**src/rtl/wfx_trap_pkg.sv**
```systemverilog
package wfx_trap_pkg;
    parameter int LVL_W  = 2;
    parameter int COND_W = 5;
    parameter int SYND_W = 25;

    typedef logic [LVL_W-1:0] lvl_t;

    localparam lvl_t LVL_USER = lvl_t'(0);
    localparam lvl_t LVL_KERN = lvl_t'(1);
    localparam lvl_t LVL_HYP  = lvl_t'(2);
    localparam lvl_t LVL_MON  = lvl_t'(3);
endpackage

```
**src/rtl/wfx_trap_decide.sv**
```systemverilog
module wfx_trap_decide
    import wfx_trap_pkg::*;
(
    input  lvl_t tgt_lvl_i,
    input  lvl_t cur_lvl_i,
    input  logic is_evt_i,
    input  logic l1_evt_ok_i,
    input  logic l1_int_ok_i,
    input  logic l2_evt_trap_i,
    input  logic l2_int_trap_i,
    input  logic l3_evt_trap_i,
    input  logic l3_int_trap_i,
    output logic legal_o,
    output logic trap_o
);
    localparam int NUM_LVL = 1 << LVL_W;

    logic [NUM_LVL-1:0] lvl_trap;

    // Per-level trap decision; level 1 is active-low, higher levels active-high.
    generate
        for (genvar g = 0; g < NUM_LVL; g++) begin : g_lvl
            if (g == 0) begin : g_user
                assign lvl_trap[g] = 1'b0;
            end else if (g == 1) begin : g_kern
                assign lvl_trap[g] = ~(is_evt_i ? l1_evt_ok_i : l1_int_ok_i);
            end else if (g == 2) begin : g_hyp
                assign lvl_trap[g] = is_evt_i ? l2_evt_trap_i : l2_int_trap_i;
            end else begin : g_mon
                assign lvl_trap[g] = is_evt_i ? l3_evt_trap_i : l3_int_trap_i;
            end
        end
    endgenerate

    always_comb begin
        legal_o = (tgt_lvl_i != LVL_USER) && (tgt_lvl_i > cur_lvl_i);
        trap_o  = legal_o && lvl_trap[tgt_lvl_i];
    end
endmodule

```
**src/rtl/wfx_trap_route.sv**
```systemverilog
module wfx_trap_route
    import wfx_trap_pkg::*;
(
    input  lvl_t tgt_lvl_i,
    input  logic l2_on_i,
    input  logic host_route_i,
    output lvl_t dst_lvl_o
);
    always_comb begin
        if (tgt_lvl_i == LVL_KERN && l2_on_i && host_route_i) begin
            dst_lvl_o = LVL_HYP;
        end else begin
            dst_lvl_o = tgt_lvl_i;
        end
    end
endmodule

```
**src/rtl/wfx_synd_pack.sv**
```systemverilog
module wfx_synd_pack
    import wfx_trap_pkg::*;
(
    input  logic [COND_W-1:0] cond_i,
    input  logic              is_evt_i,
    output logic [SYND_W-1:0] synd_o
);
    localparam int MID_W = SYND_W - COND_W - 1;

    always_comb begin
        synd_o = {cond_i, {MID_W{1'b0}}, is_evt_i};
    end
endmodule

```
**src/rtl/wfx_trap_router.sv**
```systemverilog
module wfx_trap_router
    import wfx_trap_pkg::*;
(
    input  logic              clk,
    input  logic              rst_n,
    input  logic              req_i,
    input  logic [1:0]        tgt_lvl_i,
    input  logic [1:0]        cur_lvl_i,
    input  logic              is_evt_i,
    input  logic              l1_evt_ok_i,
    input  logic              l1_int_ok_i,
    input  logic              l2_evt_trap_i,
    input  logic              l2_int_trap_i,
    input  logic              l3_evt_trap_i,
    input  logic              l3_int_trap_i,
    input  logic              l2_on_i,
    input  logic              host_route_i,
    input  logic [4:0]        cond_i,
    output logic              trap_vld_o,
    output logic [1:0]        trap_lvl_o,
    output logic [24:0]       synd_o,
    output logic              bad_req_o
);
    typedef struct packed {
        logic              vld;
        logic              bad;
        lvl_t              lvl;
        logic [SYND_W-1:0] synd;
    } res_t;

    res_t res_d, res_q;

    logic              legal, trap;
    lvl_t              dst_lvl;
    logic [SYND_W-1:0] synd;

    wfx_trap_decide u_decide (
        .tgt_lvl_i     (tgt_lvl_i),
        .cur_lvl_i     (cur_lvl_i),
        .is_evt_i      (is_evt_i),
        .l1_evt_ok_i   (l1_evt_ok_i),
        .l1_int_ok_i   (l1_int_ok_i),
        .l2_evt_trap_i (l2_evt_trap_i),
        .l2_int_trap_i (l2_int_trap_i),
        .l3_evt_trap_i (l3_evt_trap_i),
        .l3_int_trap_i (l3_int_trap_i),
        .legal_o       (legal),
        .trap_o        (trap)
    );

    wfx_trap_route u_route (
        .tgt_lvl_i    (tgt_lvl_i),
        .l2_on_i      (l2_on_i),
        .host_route_i (host_route_i),
        .dst_lvl_o    (dst_lvl)
    );

    wfx_synd_pack u_synd (
        .cond_i   (cond_i),
        .is_evt_i (is_evt_i),
        .synd_o   (synd)
    );

    always_comb begin
        res_d = '0;
        if (req_i) begin
            res_d.bad = ~legal;
            if (trap) begin
                res_d.vld  = 1'b1;
                res_d.lvl  = dst_lvl;
                res_d.synd = synd;
            end
        end
    end

    always_ff @(posedge clk) begin
        if (!rst_n) begin
            res_q <= '0;
        end else begin
            res_q <= res_d;
        end
    end

    assign trap_vld_o = res_q.vld;
    assign bad_req_o  = res_q.bad;
    assign trap_lvl_o = res_q.lvl;
    assign synd_o     = res_q.synd;
endmodule

```
**config.mk**
```make
export PLATFORM = sky130hd
export DESIGN_NAME = wfx_trap_router
export DESIGN_NICKNAME = d
export VERILOG_FILES = /design/src/rtl/wfx_trap_pkg.sv /design/src/rtl/wfx_trap_decide.sv /design/src/rtl/wfx_trap_route.sv /design/src/rtl/wfx_synd_pack.sv /design/src/rtl/wfx_trap_router.sv
export SDC_FILE = /design/constraint.sdc
export NUM_CORES = 1
export LEC_CHECK = 0
export BUFFER_PORTS_ARGS = -buffer_cell sky130_fd_sc_hd__buf_2
export CAP_MARGIN = 20
export CORE_MARGIN = 2
export CORE_UTILIZATION = 36
export DETAILED_ROUTE_END_ITERATION = 16
export PLACE_DENSITY = 0.88
export SYNTH_ARGS = -nofsm -noshare
export SYNTH_HDL_FRONTEND = slang
export SYNTH_SLANG_ARGS = --single-unit
```
**constraint.sdc**
```tcl
create_clock -name clk -period 1.8 [get_ports clk]
set_input_delay 0.27 -clock clk [delete_from_list [all_inputs] [get_ports clk]]
set_output_delay 0.27 -clock clk [all_outputs]
set_load 0.03 [all_outputs]
```
# == Word-level counts from Yosys, hierarchy flattened ==
# Cells that the tools add are included.
# op_classes
order_cmp,2
eq_ne,1
muxes,7
bitwise,5
n_reduce_logical,8
# op_table
cell,n
2-to-1 mux 1 bit,5
inverter 1 bit,5
logical AND 1 bit,4
OR reduction 4 bit,1
"less-than comparator 2 x 3 -> 1 bit, second input constant",1
AND reduction 3 bit,1
binary-select mux 1 bit (select 2 bit),1
"== test 2 x 1 -> 1 bit, second input constant",1
> comparator 2 bit,1
2-to-1 mux 2 bit,1
AND reduction 2 bit,1
nonzero test 2 bit,1
# word_totals
register_bits,29
in_bits,21
output_inout_bits,29
elab_cells,29

# == Longest topological paths before layout ==
# depth
ltp_word,7
ltp_mapped,5

# == Cells and area by module ==
# From an unflattened synthesis, not the netlist that was laid out.
# hier_totals
cells_unflattened,112
area_unflattened_um2,1231.2
# modules_own_cells
module,n_inst,cells_each,area_per_inst_um2,seq_area_each_um2
wfx_trap_router,1,66,887.1,580.6
wfx_synd_pack,1,26,191.4,0.0
wfx_trap_decide,1,17,132.6,0.0
wfx_trap_route,1,3,20.0,0.0

# == Least setup slack after synthesis ==
# OpenSTA, ideal clock, no wires.
# synth_timing
path_kind,input -> register
startpoint,in tgt_lvl_i[0]
endpoint,"reg res_q, in the netlist synd_o[0]"
t_arrival_ns,1.237
slack_ns,0.476
path_stages,5
path_buffers,0
path_cell_list,inv_1 -> ha_1 -> a2bb2oi_1 -> o2111ai_2 -> a211oi_1
# synth_via
elab_chain_cells,4
# synth_rtl
item,line,text
"start, declared",wfx_trap_router.sv:7,"input logic [1:0] tgt_lvl_i,"
> comparator 2 bit (tied with other cells),wfx_trap_decide.sv:36,legal_o = (tgt_lvl_i != LVL_USER) && (tgt_lvl_i > cur_lvl_i);
logical AND 1 bit or 2-to-1 mux 1 bit (tied branches),"wfx_trap_decide.sv:36, wfx_trap_decide.sv:37",
logical AND 1 bit *,wfx_trap_decide.sv:37,trap_o = legal_o && lvl_trap[tgt_lvl_i];
AND reduction 3 bit (no source line) *,--,
"end signal, assigned",wfx_trap_router.sv:80,res_q <= res_d;
"end, declared",wfx_trap_router.sv:31,"res_t res_d, res_q;"
# Mark *: on every way between the ends. The rest lies on a longest branch, timed or not. The select of a mux whose other input is x is not followed.
# A chain may end at the register's enable or synchronous reset.

# == Final worst setup path ==
# Ends and elaborated chain as after synthesis.

==> flow_summary.yaml <==
global_routing:
  grt_usage: 0.118
  first_global_vias: 429
  grt_antenna_before_repair: 0
  overflow: 0
  grt_max_degree: 10
  grt_pass1_wl_um: 1630
clock_tree:
  cts_max_level: 1
  cts_made_buffers: 3
  cts-root-buf: "clkbuf_4"
  cts_tree: "done"
  path_clk_slew_ns: 0.06
  holdBufCountCts: 0
  clock_tree.buffer_depth: 2
  postCtsSetupBuffers: 0
  clock-sinks: 10
  ctsResizeCount: 0
synthesis:
  netlist_instances: 65
  synth-seq-cells: 10
  ys_seq_area_frac: 0.342
  syn_area_sq_um: 586
  ys_warn_count: 0
  syn_area_per_cell_sq_um: 9.01
  yosysUniqueCellTypes: 19
worst_setup_path:
  required_ns: 1.98
  crit_type: "input pin to register"
  path_cells: "buf_2 > inv_1 > ha_1 > a2bb2oi_1 > o2111ai_2 > a211oi_1"
  cp.arrival_ns: 1.57
  critPathBufInv: 2
  crit_path_start_kind: "input pin"
  cp-startpoint: "tgt_lvl_i[0]"
  slowest_stage: "ha_1"
  cp_max_fo: 9
  crit_family: "compound AO/OA/AOI/OAI gates"
  slowest_delay_ns: 0.29
  endpoint_kind: "register"
route:
  ant_nets: 0
  drt-pass1-iter-count: 3
  drt-vias-per-instance: 4.26
  dr_total_vias: 481
  avgRoutedWirePerCell_um: 9.88
  routed_wl_um: 1120
  drtIter0Drc: 3
  drc: 0
timing:
  fmax_mhz: 720
  final.min_clock_period_ns: 1.39
  hold_violations: 0
  setup_viol_count_final: 0
  final.period_utilization: 0.772
  holdWs_ns: 0.216
  finalSetupTns_ns: 0
  maxSlewViolCount: 0
  setup_slack_ns: 0.411
  rsz0062_at_grt: "false"
floorplanning:
  die-area_sq_um: 1970
  io_pins: 50
  floorplan.core_area_sq_um: 1520
  chipWidth_um: 44.3
  die_h_um: 44.3
  start_util: 0.384
  row_count: 14
placed_design:
  dp_hpwl_um: 947
  gp_congestion: 0.747
  pre_cts_ws_ns: 0.136
  placed_cell_area_sq_um: 676
  port_buffers: 30
layout:
  area_growth_pct: 21.6
  nets: 121
  fin_area_sq_um: 712
  layout-drive-gt1-share: 0.361
  num_antenna_cells: 0
pwr:
  p_per_area_nw_per_um2: 783
  leakagePower_nw: 0.403
  power_w: 0.000557
  ir_worst_vdd_uv: 225
min_path:
  hp-start: "cond_i[0]"
  worstHoldPathType: "input pin to register"
flow_run:
  drv_cap: 0
run_status:
  status: "finished clean"
[final timing paths]
| path | cells past startpoint | slack [ns] | endpoint |
|---|---|---|---|
| setup / recovery | 6 | 0.41 | synd_o[0] |
| hold / removal | 3 | 0.22 | synd_o[20] |
[metal layers]
metal | vias to the layer above | track usage | part of all wire
met5 | - | 0 | 0
met1 | 202 | 0.0998 | 0.34
li1 | 245 | - | -
met2 | 32 | 0.224 | 0.51
met4 | 0 | 0.0909 | 0.022
met3 | 2 | 0.0367 | 0.12
[cell usage after synthesis]
master,instances,area [sq um]
mux2i_1,3,30.0
buf_2,1,5.00
a21oi_1,2,10.0
buf_4,19,143
nand3b_1,1,7.51
a2bb2oi_1,1,8.76
nand2b_1,1,6.26
conb_1,1,3.75
nand2_1,2,7.51
and3_1,1,6.26
o2111ai_2,1,15.0
or4b_1,1,10.0
a211oi_1,7,52.6
o22a_1,1,8.76
nor2b_1,1,6.26
ha_1,2,25.0
inv_1,8,30.0
o21ai_0,2,10.0
dfxtp_1,10,200
[report_power, final]
group          switching, W  total (W)  internal [W]
clock network     0.0000752   0.000198      0.000123
logic             0.0000970   0.000133     0.0000355
registers        0.00000102   0.000227      0.000226
[layout by cell type (no fill, tap or decap)]
| cell | netlist | final |
|---|---|---|
| conb_1 | 1 | 19 |
| a2bb2oi_1 | 1 | 1 |
| a211oi_1 | 7 | 7 |
| o2111ai_2 | 1 | 1 |
| dfxtp_1 | 10 | 10 |
| clkbuf_4 | 0 | 3 |
| mux2i_1 | 3 | 3 |
| nor2b_1 | 1 | 1 |
| o22a_1 | 1 | 1 |
| or4b_1 | 1 | 1 |
| inv_1 | 8 | 8 |
| nand2_1 | 2 | 2 |
| nand3b_1 | 1 | 1 |
| and3_1 | 1 | 1 |
| nand2b_1 | 1 | 1 |
| a21oi_1 | 2 | 2 |
| buf_2 | 1 | 30 |
| o21ai_0 | 2 | 2 |
| ha_1 | 2 | 2 |
| clkbuf_8 | 0 | 1 |
[through the flow]
stage	instances	util
floorplan	83	-
global placement	109	0.443
detailed placement	109	0.443
CTS	113	0.467
global route	113	0.467
finish	113	0.467
[cell type report]
class,count,area (sq um)
timing repair buffer,30,150
inverter,8,30.0
sequential,10,200
fill,164,812
multi-input combinational,45,275
clock buffer,4,36.3
tap,16,20.0
[cell families after synthesis]
group | after synthesis | synth area share
compound gates | 14 | 0.179
flops | 10 | 0.342
mux | 3 | 0.0513
other cells | 1 | 0.00640
fa+ha+maj | 2 | 0.0427
buf+inv | 28 | 0.303
simple gates | 7 | 0.0748
[sequential cells by signal, summed over array words and instances (netlist names)]
signal	count
synd_o	6
trap_lvl_o	2
bad_req_o	1
trap_vld_o	1
(Power assumes the default switching activity.)
